===== src/rtl/hbp_pkg.sv =====
package hbp_pkg;

    typedef enum logic {
        HALF_LO = 1'b0,
        HALF_HI = 1'b1
    } half_e;

    typedef struct packed {
        logic  rd;
        logic  wr;
        half_e half;
    } acc_s;

    function automatic logic [31:0] join_halves(half_e first_h, logic [15:0] first_d,
                                                logic [15:0] second_d);
        return (first_h == HALF_LO) ? {second_d, first_d} : {first_d, second_d};
    endfunction

    function automatic logic [15:0] pick_half(logic [31:0] w, half_e h);
        return (h == HALF_HI) ? w[31:16] : w[15:0];
    endfunction

endpackage


===== src/rtl/hbp_decode.sv =====
module hbp_decode
    import hbp_pkg::*;
#(
    parameter int ADDR_W = 8,
    localparam int DW_W  = ADDR_W - 2
) (
    input  logic              cs,
    input  logic              rd,
    input  logic              wr,
    input  logic [ADDR_W-1:1] addr,
    output acc_s              acc,
    output logic [DW_W-1:0]   dword
);
    always_comb begin
        acc.rd   = cs & rd;
        acc.wr   = cs & wr;
        acc.half = half_e'(addr[1]);
        dword    = addr[ADDR_W-1:2];
    end
endmodule


===== src/rtl/hbp_wr_pair.sv =====
module hbp_wr_pair
    import hbp_pkg::*;
#(
    parameter int DW_W = 6
) (
    input  logic            clk,
    input  logic            rst,
    input  logic            acc_wr,
    input  half_e           half,
    input  logic [DW_W-1:0] dword,
    input  logic [15:0]     wdata,
    output logic            wr_en,
    output logic [DW_W-1:0] wr_addr,
    output logic [31:0]     wr_data
);
    logic            pend_q;
    half_e           half_q;
    logic [DW_W-1:0] dw_q;
    logic [15:0]     data_q;
    logic            same_dw;

    assign same_dw = pend_q && (dw_q == dword);

    always_ff @(posedge clk) begin
        if (rst) begin
            pend_q  <= 1'b0;
            half_q  <= HALF_LO;
            dw_q    <= '0;
            data_q  <= '0;
            wr_en   <= 1'b0;
            wr_addr <= '0;
            wr_data <= '0;
        end else begin
            wr_en <= 1'b0;
            if (acc_wr) begin
                if (same_dw && half_q != half) begin
                    wr_en   <= 1'b1;
                    wr_addr <= dword;
                    wr_data <= join_halves(half_q, data_q, wdata);
                    pend_q  <= 1'b0;
                end else if (same_dw) begin
                    pend_q <= 1'b0;
                end else begin
                    pend_q <= 1'b1;
                    half_q <= half;
                    dw_q   <= dword;
                    data_q <= wdata;
                end
            end
        end
    end
endmodule


===== src/rtl/hbp_rd_pair.sv =====
module hbp_rd_pair
    import hbp_pkg::*;
#(
    parameter int DW_W = 6
) (
    input  logic            clk,
    input  logic            rst,
    input  logic            acc_rd,
    input  half_e           half,
    input  logic [DW_W-1:0] dword,
    output logic            rd_en,
    output logic [DW_W-1:0] rd_addr,
    input  logic [31:0]     rd_data,
    output logic [15:0]     rdata
);
    logic            pend_q;
    half_e           half_q;
    logic [DW_W-1:0] dw_q;
    logic [31:0]     snap_q;
    logic            match_dw, is_second, is_repeat;

    always_comb begin
        match_dw  = acc_rd && pend_q && (dw_q == dword);
        is_second = match_dw && (half_q != half);
        is_repeat = match_dw && (half_q == half);
        rd_en     = acc_rd && !match_dw;
        rd_addr   = dword;
    end

    always_ff @(posedge clk) begin
        if (rst) begin
            pend_q <= 1'b0;
            half_q <= HALF_LO;
            dw_q   <= '0;
            snap_q <= '0;
            rdata  <= '0;
        end else if (is_second) begin
            rdata  <= pick_half(snap_q, half);
            pend_q <= 1'b0;
        end else if (is_repeat) begin
            rdata  <= '0;
            pend_q <= 1'b0;
        end else if (rd_en) begin
            snap_q <= rd_data;
            rdata  <= pick_half(rd_data, half);
            pend_q <= 1'b1;
            half_q <= half;
            dw_q   <= dword;
        end
    end
endmodule


===== src/rtl/hbus_word_pair.sv =====
module hbus_word_pair
    import hbp_pkg::*;
#(
    parameter int ADDR_W = 8,
    localparam int DW_W  = ADDR_W - 2
) (
    input  logic              clk,
    input  logic              rst,
    input  logic              hb_cs,
    input  logic              hb_rd,
    input  logic              hb_wr,
    input  logic [ADDR_W-1:1] hb_addr,
    input  logic [15:0]       hb_wdata,
    output logic [15:0]       hb_rdata,
    output logic              reg_wr_en,
    output logic [DW_W-1:0]   reg_wr_addr,
    output logic [31:0]       reg_wr_data,
    output logic              reg_rd_en,
    output logic [DW_W-1:0]   reg_rd_addr,
    input  logic [31:0]       reg_rd_data
);
    acc_s            acc;
    logic [DW_W-1:0] dword;

    hbp_decode #(.ADDR_W(ADDR_W)) u_dec (
        .cs    (hb_cs),
        .rd    (hb_rd),
        .wr    (hb_wr),
        .addr  (hb_addr),
        .acc   (acc),
        .dword (dword)
    );

    hbp_wr_pair #(.DW_W(DW_W)) u_wr (
        .clk     (clk),
        .rst     (rst),
        .acc_wr  (acc.wr),
        .half    (acc.half),
        .dword   (dword),
        .wdata   (hb_wdata),
        .wr_en   (reg_wr_en),
        .wr_addr (reg_wr_addr),
        .wr_data (reg_wr_data)
    );

    hbp_rd_pair #(.DW_W(DW_W)) u_rd (
        .clk     (clk),
        .rst     (rst),
        .acc_rd  (acc.rd),
        .half    (acc.half),
        .dword   (dword),
        .rd_en   (reg_rd_en),
        .rd_addr (reg_rd_addr),
        .rd_data (reg_rd_data),
        .rdata   (hb_rdata)
    );
endmodule


===== config.mk =====
export PLATFORM = sky130hd
export DESIGN_NAME = hbus_word_pair
export DESIGN_NICKNAME = d
export VERILOG_FILES = /design/src/rtl/hbp_pkg.sv /design/src/rtl/hbp_decode.sv /design/src/rtl/hbp_wr_pair.sv /design/src/rtl/hbp_rd_pair.sv /design/src/rtl/hbus_word_pair.sv
export SDC_FILE = /design/constraint.sdc
export NUM_CORES = 1
export LEC_CHECK = 0
export ABC_AREA = 1
export BUFFER_PORTS_ARGS = -buffer_cell sky130_fd_sc_hd__buf_2
export CAP_MARGIN = 15
export CORE_ASPECT_RATIO = 1.5
export CORE_MARGIN = 2
export CORE_UTILIZATION = 49
export CTS_CLUSTER_DIAMETER = 30
export DETAILED_ROUTE_END_ITERATION = 7
export PLACE_DENSITY = 0.88
export SLEW_MARGIN = 20
export SYNTH_ARGS = -nofsm -noshare
export SYNTH_HDL_FRONTEND = slang
export SYNTH_SLANG_ARGS = --single-unit

===== constraint.sdc =====
create_clock -name clk -period 1.3 [get_ports clk]
set_input_delay 0.13 -clock clk [delete_from_list [all_inputs] [get_ports clk]]
set_output_delay 0.13 -clock clk [all_outputs]
set_load 0.03 [all_outputs]

==> out/summary.md <==
### Die
• std cell rows: 48
• chip width: 92.5 µm
• Die ar.: 0.0127 mm²
• initial cell density of the core: 50.2%
• Core Region: 0.0115 mm²
• number of top-level pins: 122
• Die Y-Extent: 137 µm

### Worst setup path
• arrival time of data at the critical path endpoint: 1.69 ns
• Critical path buffers and inverters: 4
• critical path endpoint category: output port
• Crit path top cell by count: sky130_fd_sc_hd__nand2_1
• critical path start-end classification: flip-flop to output port
• critical path's top delay family: simple AND/OR/NAND/NOR gates
• CP peak stage delay: 0.33 ns
• Critical Path, Cell by Cell: inv_1 > nand2_1 > nand2_1 > nor2b_4 > nand3_2 > nand2_2 > inv_4 > buf_12 > buf_8
• Req. time, crit path: 1.17 ns
• maximum net fanout on the critical path: 3
• crit path launch type: flip-flop
• Slowest-stage cell, CP: sky130_fd_sc_hd__dfxtp_2

### STA
• transition time of the tightest slew-check pin: 0.348 ns
• Total Neg Setup Slack: -41.83 ns
• final critical delay including setup and external delays: 1.82 ns
• clock tree skew after final layout: 0.00965 ns
• hold violation count in the final report: 0
• f_max: 548 MHz
• Max-Slew Margin vs Limit: 76.8%
• share of the clock period used by the worst path after layout: 140%
• Final setup viols: 120
• number of slew-limit violations in the final report: 0
• Final WS setup: -0.523 ns
• Fin Hold WS: 0.00282 ns
• unrepaired setup endpoints after global routing: true

### Global routing
• busiest metal layer after global routing: met2
• Tot GR Track Use: 35.5%
• largest net degree at the start of global routing: 69
• number of antenna violations at the first check in global routing: 0
• global-route track usage on met3: 7.87%
• wire length of the first global-routing pass: 34800 µm
• number of global-route vias before repair: 7315
• met1 demand-to-capacity share in global routing: 32.9%
• grt ovf: 0
• met2 track demand over resource: 66.2%

### Finish
• count of nets after finishing: 1207
• area overhead of the layout relative to synthesis: 61.8%
• number of fill cells: 626
• Final Instance Area: 0.00932 mm²
• antenna cell count: 0
• non-filler instance count after layout: 1310
• fraction of layout instances using a drive strength above 1: 37.6%
• Util after Layout: 81.2%

### Logic synthesis
• ys flop type: sky130_fd_sc_hd__dfxtp_1
• number of warning messages in the yosys log: 0
• part of the Yosys area used for sequential elements: 41.4%
• distinct cell type count after synthesis: 22
• count of state elements after synthesis: 119
• dominant cells by area after synthesis: sky130_fd_sc_hd__dfxtp_1 41%, sky130_fd_sc_hd__nand2_1 23%, sky130_fd_sc_hd__nor2_1 13%, sky130_fd_sc_hd__nand3_1 5.1%, sky130_fd_sc_hd__inv_1 4.6%
• Gate Count Post-Synth: 949
• synthesized area per cell: 6.07 µm²
• Post-synth top cells: 359 x sky130_fd_sc_hd__nand2_1, 205 x sky130_fd_sc_hd__nor2_1, 119 x sky130_fd_sc_hd__dfxtp_1
• library cell with the highest instance count after synthesis: sky130_fd_sc_hd__nand2_1
• Synth top area share: 41.4%
• cell taking the most area after synthesis: sky130_fd_sc_hd__dfxtp_1
• nets in the synthesized netlist: 1009
• total standard cell area after synthesis: 0.00576 mm²
• async set or reset register ratio after synthesis: 0%
• number of synthesized flops with an enable pin: 0

### Clock network
• buffers from clock root to sink, at most: 2
• register clock-pin slew on the reported worst setup and hold paths: 0.05 ns
• CTS tree: built
• clock tree root driver cell: sky130_fd_sc_hd__clkbuf_16
• clock buffers created by TritonCTS: 17
• clock sink count: 119
• H-Tree Depth: 4
• latest clock arrival within the worst-skew pair: 0.42 ns

### Hold path
• type of the worst min-delay path: primary input to flip-flop

### Drt
• final wirelength: 24400 µm
• routed via count: 7440
• antenna-violating nets left: 0
• average wire per standard cell: 18.6 µm
• Pre-antenna DRT Iters: 6
• Via-to-Cell Ratio: 5.68
• number of remaining DRC errors: 0
• violation count after the first detailed-routing iteration: 549

### Placed design
• port bufs: 121
• Post-Place Cell Area: 0.00688 mm²
• HPWL after detailed placement: 9940 µm
• setup slack at placement: -0.134 ns
• cell count after placement: 1212
• RD Place Congestion: 0.808

### Run status
• result of the run: complete, but fails checks
• violations in the final reports: negative setup slack

### Pwr
• Worst VDD drop: 0.976 mV
• cell leakage power: 4.84 nW
• power density relative to cell area: 1150 mW/mm²
• total power: 10.7 mW

### Flow run
• max_cap viols: 0

## placed cells by master, fill, tap and decap left out, types with 2 or more instances in the layout
cell type / count
sky130_fd_sc_hd__xor2_1: 2
sky130_fd_sc_hd__nand3_4: 5
sky130_fd_sc_hd__nand2_1: 324
sky130_fd_sc_hd__inv_2: 8
sky130_fd_sc_hd__nand2_2: 34
sky130_fd_sc_hd__buf_2: 120
sky130_fd_sc_hd__o21ai_0: 3
sky130_fd_sc_hd__nand2_8: 2
sky130_fd_sc_hd__inv_8: 3
sky130_fd_sc_hd__bufinv_16: 4
sky130_fd_sc_hd__a21oi_1: 2
sky130_fd_sc_hd__buf_8: 3
sky130_fd_sc_hd__nor2_2: 52
sky130_fd_sc_hd__nor2_4: 15
sky130_fd_sc_hd__o21ai_4: 2
sky130_fd_sc_hd__nand3_2: 37
sky130_fd_sc_hd__o21ai_2: 28
sky130_fd_sc_hd__buf_6: 14
sky130_fd_sc_hd__nor3_4: 2
sky130_fd_sc_hd__clkbuf_8: 2
sky130_fd_sc_hd__buf_12: 16
sky130_fd_sc_hd__nor2_1: 139
sky130_fd_sc_hd__inv_1: 64
sky130_fd_sc_hd__buf_4: 34
sky130_fd_sc_hd__o21ai_1: 10
sky130_fd_sc_hd__clkbuf_16: 19
sky130_fd_sc_hd__dfxtp_1: 110
sky130_fd_sc_hd__buf_16: 13
sky130_fd_sc_hd__nand3_1: 18
sky130_fd_sc_hd__clkinv_2: 5
sky130_fd_sc_hd__bufbuf_16: 3
sky130_fd_sc_hd__dlygate4sd3_1: 30
sky130_fd_sc_hd__dfxtp_2: 8
sky130_fd_sc_hd__clkbuf_1: 4
sky130_fd_sc_hd__nand3b_1: 16
## sequential cells by signal (all words and copies together), names as in the netlist
name,flops
u_wr.wr_data,32
u_rd.rdata,16
u_wr.half_q,1
u_rd.half_q,1
u_wr.pend_q,1
u_wr.data_q,16
u_wr.dw_q,6
u_rd.dw_q,6
u_wr.wr_en,1
u_wr.wr_addr,6
u_rd.snap_q,32
u_rd.pend_q,1
## kinds of logic after synthesis
kind of cell           Yosys count  share of synthesized area, %
AO/OA/AOI/OAI                   46                          4.00
flip-flops                     119                          41.4
buffers and inverters          135                          9.45
XOR/XNOR                         3                         0.456
AND/OR/NAND/NOR                646                          44.7
## final timing paths
check,start,end,slack (ns),cells past startpoint
setup / recovery,u_rd.dw_q[5]$_SDFFE_PP0P_,reg_rd_en,-0.52,9
hold / removal,reg_rd_data[23],u_rd.snap_q[23]$_SDFFE_PP0P_,0.003,3
setup reg to reg,u_rd.dw_q[5]$_SDFFE_PP0P_,u_rd.snap_q[27]$_SDFFE_PP0P_,-0.50,12
hold reg to reg,u_rd.snap_q[6]$_SDFFE_PP0P_,u_rd.snap_q[6]$_SDFFE_PP0P_,0.48,2
## layout make-up
class / count / area, µm² / share of cell area [%]
Timing Repair inverter: 3 / 33.8 / 0.363
Timing Repair Buffer: 235 / 2180 / 23.4
Tap cell: 150 / 188 / 2.01
Clock inverter: 9 / 148 / 1.58
Sequential cell: 119 / 2400 / 25.7
Inverter: 76 / 302 / 3.24
Multi-Input combinational cell: 695 / 3600 / 38.6
Clock buffer: 23 / 468 / 5.02
## report_power, final
| part | internal, mW | switching, mW |
|---|---|---|
| Clock | 3.30 | 1.74 |
| Combinational | 0.711 | 1.05 |
| Sequential | 3.81 | 0.131 |
## metal layers
metal,vias to the layer above,routed length [µm]
li1,3287,-
met1,3404,7540
met2,549,12500
met3,200,2000
met4,0,2380
met5,-,0
## timing repair
item | CTS | global route
endpoints found under the hold margin | 32 | 0
pin swaps | 44 | 23
gates cloned | 19 | 3
setup buffers | 13 | 5
endpoints found under the setup margin | 118 | 120
resized for setup | 210 | 79
hold buffers | 30 | 0
## worst reg2reg max path: cells and delay by family, from the launching register on
kind	cells	cell delay [ns]
DFF	1	0.33
and+or+nand+nor	6	0.76
AOI/OAI and AO/OA	1	0.05
buffers and inverters	5	0.59
Note: power is estimated with default switching activity, not from simulation.
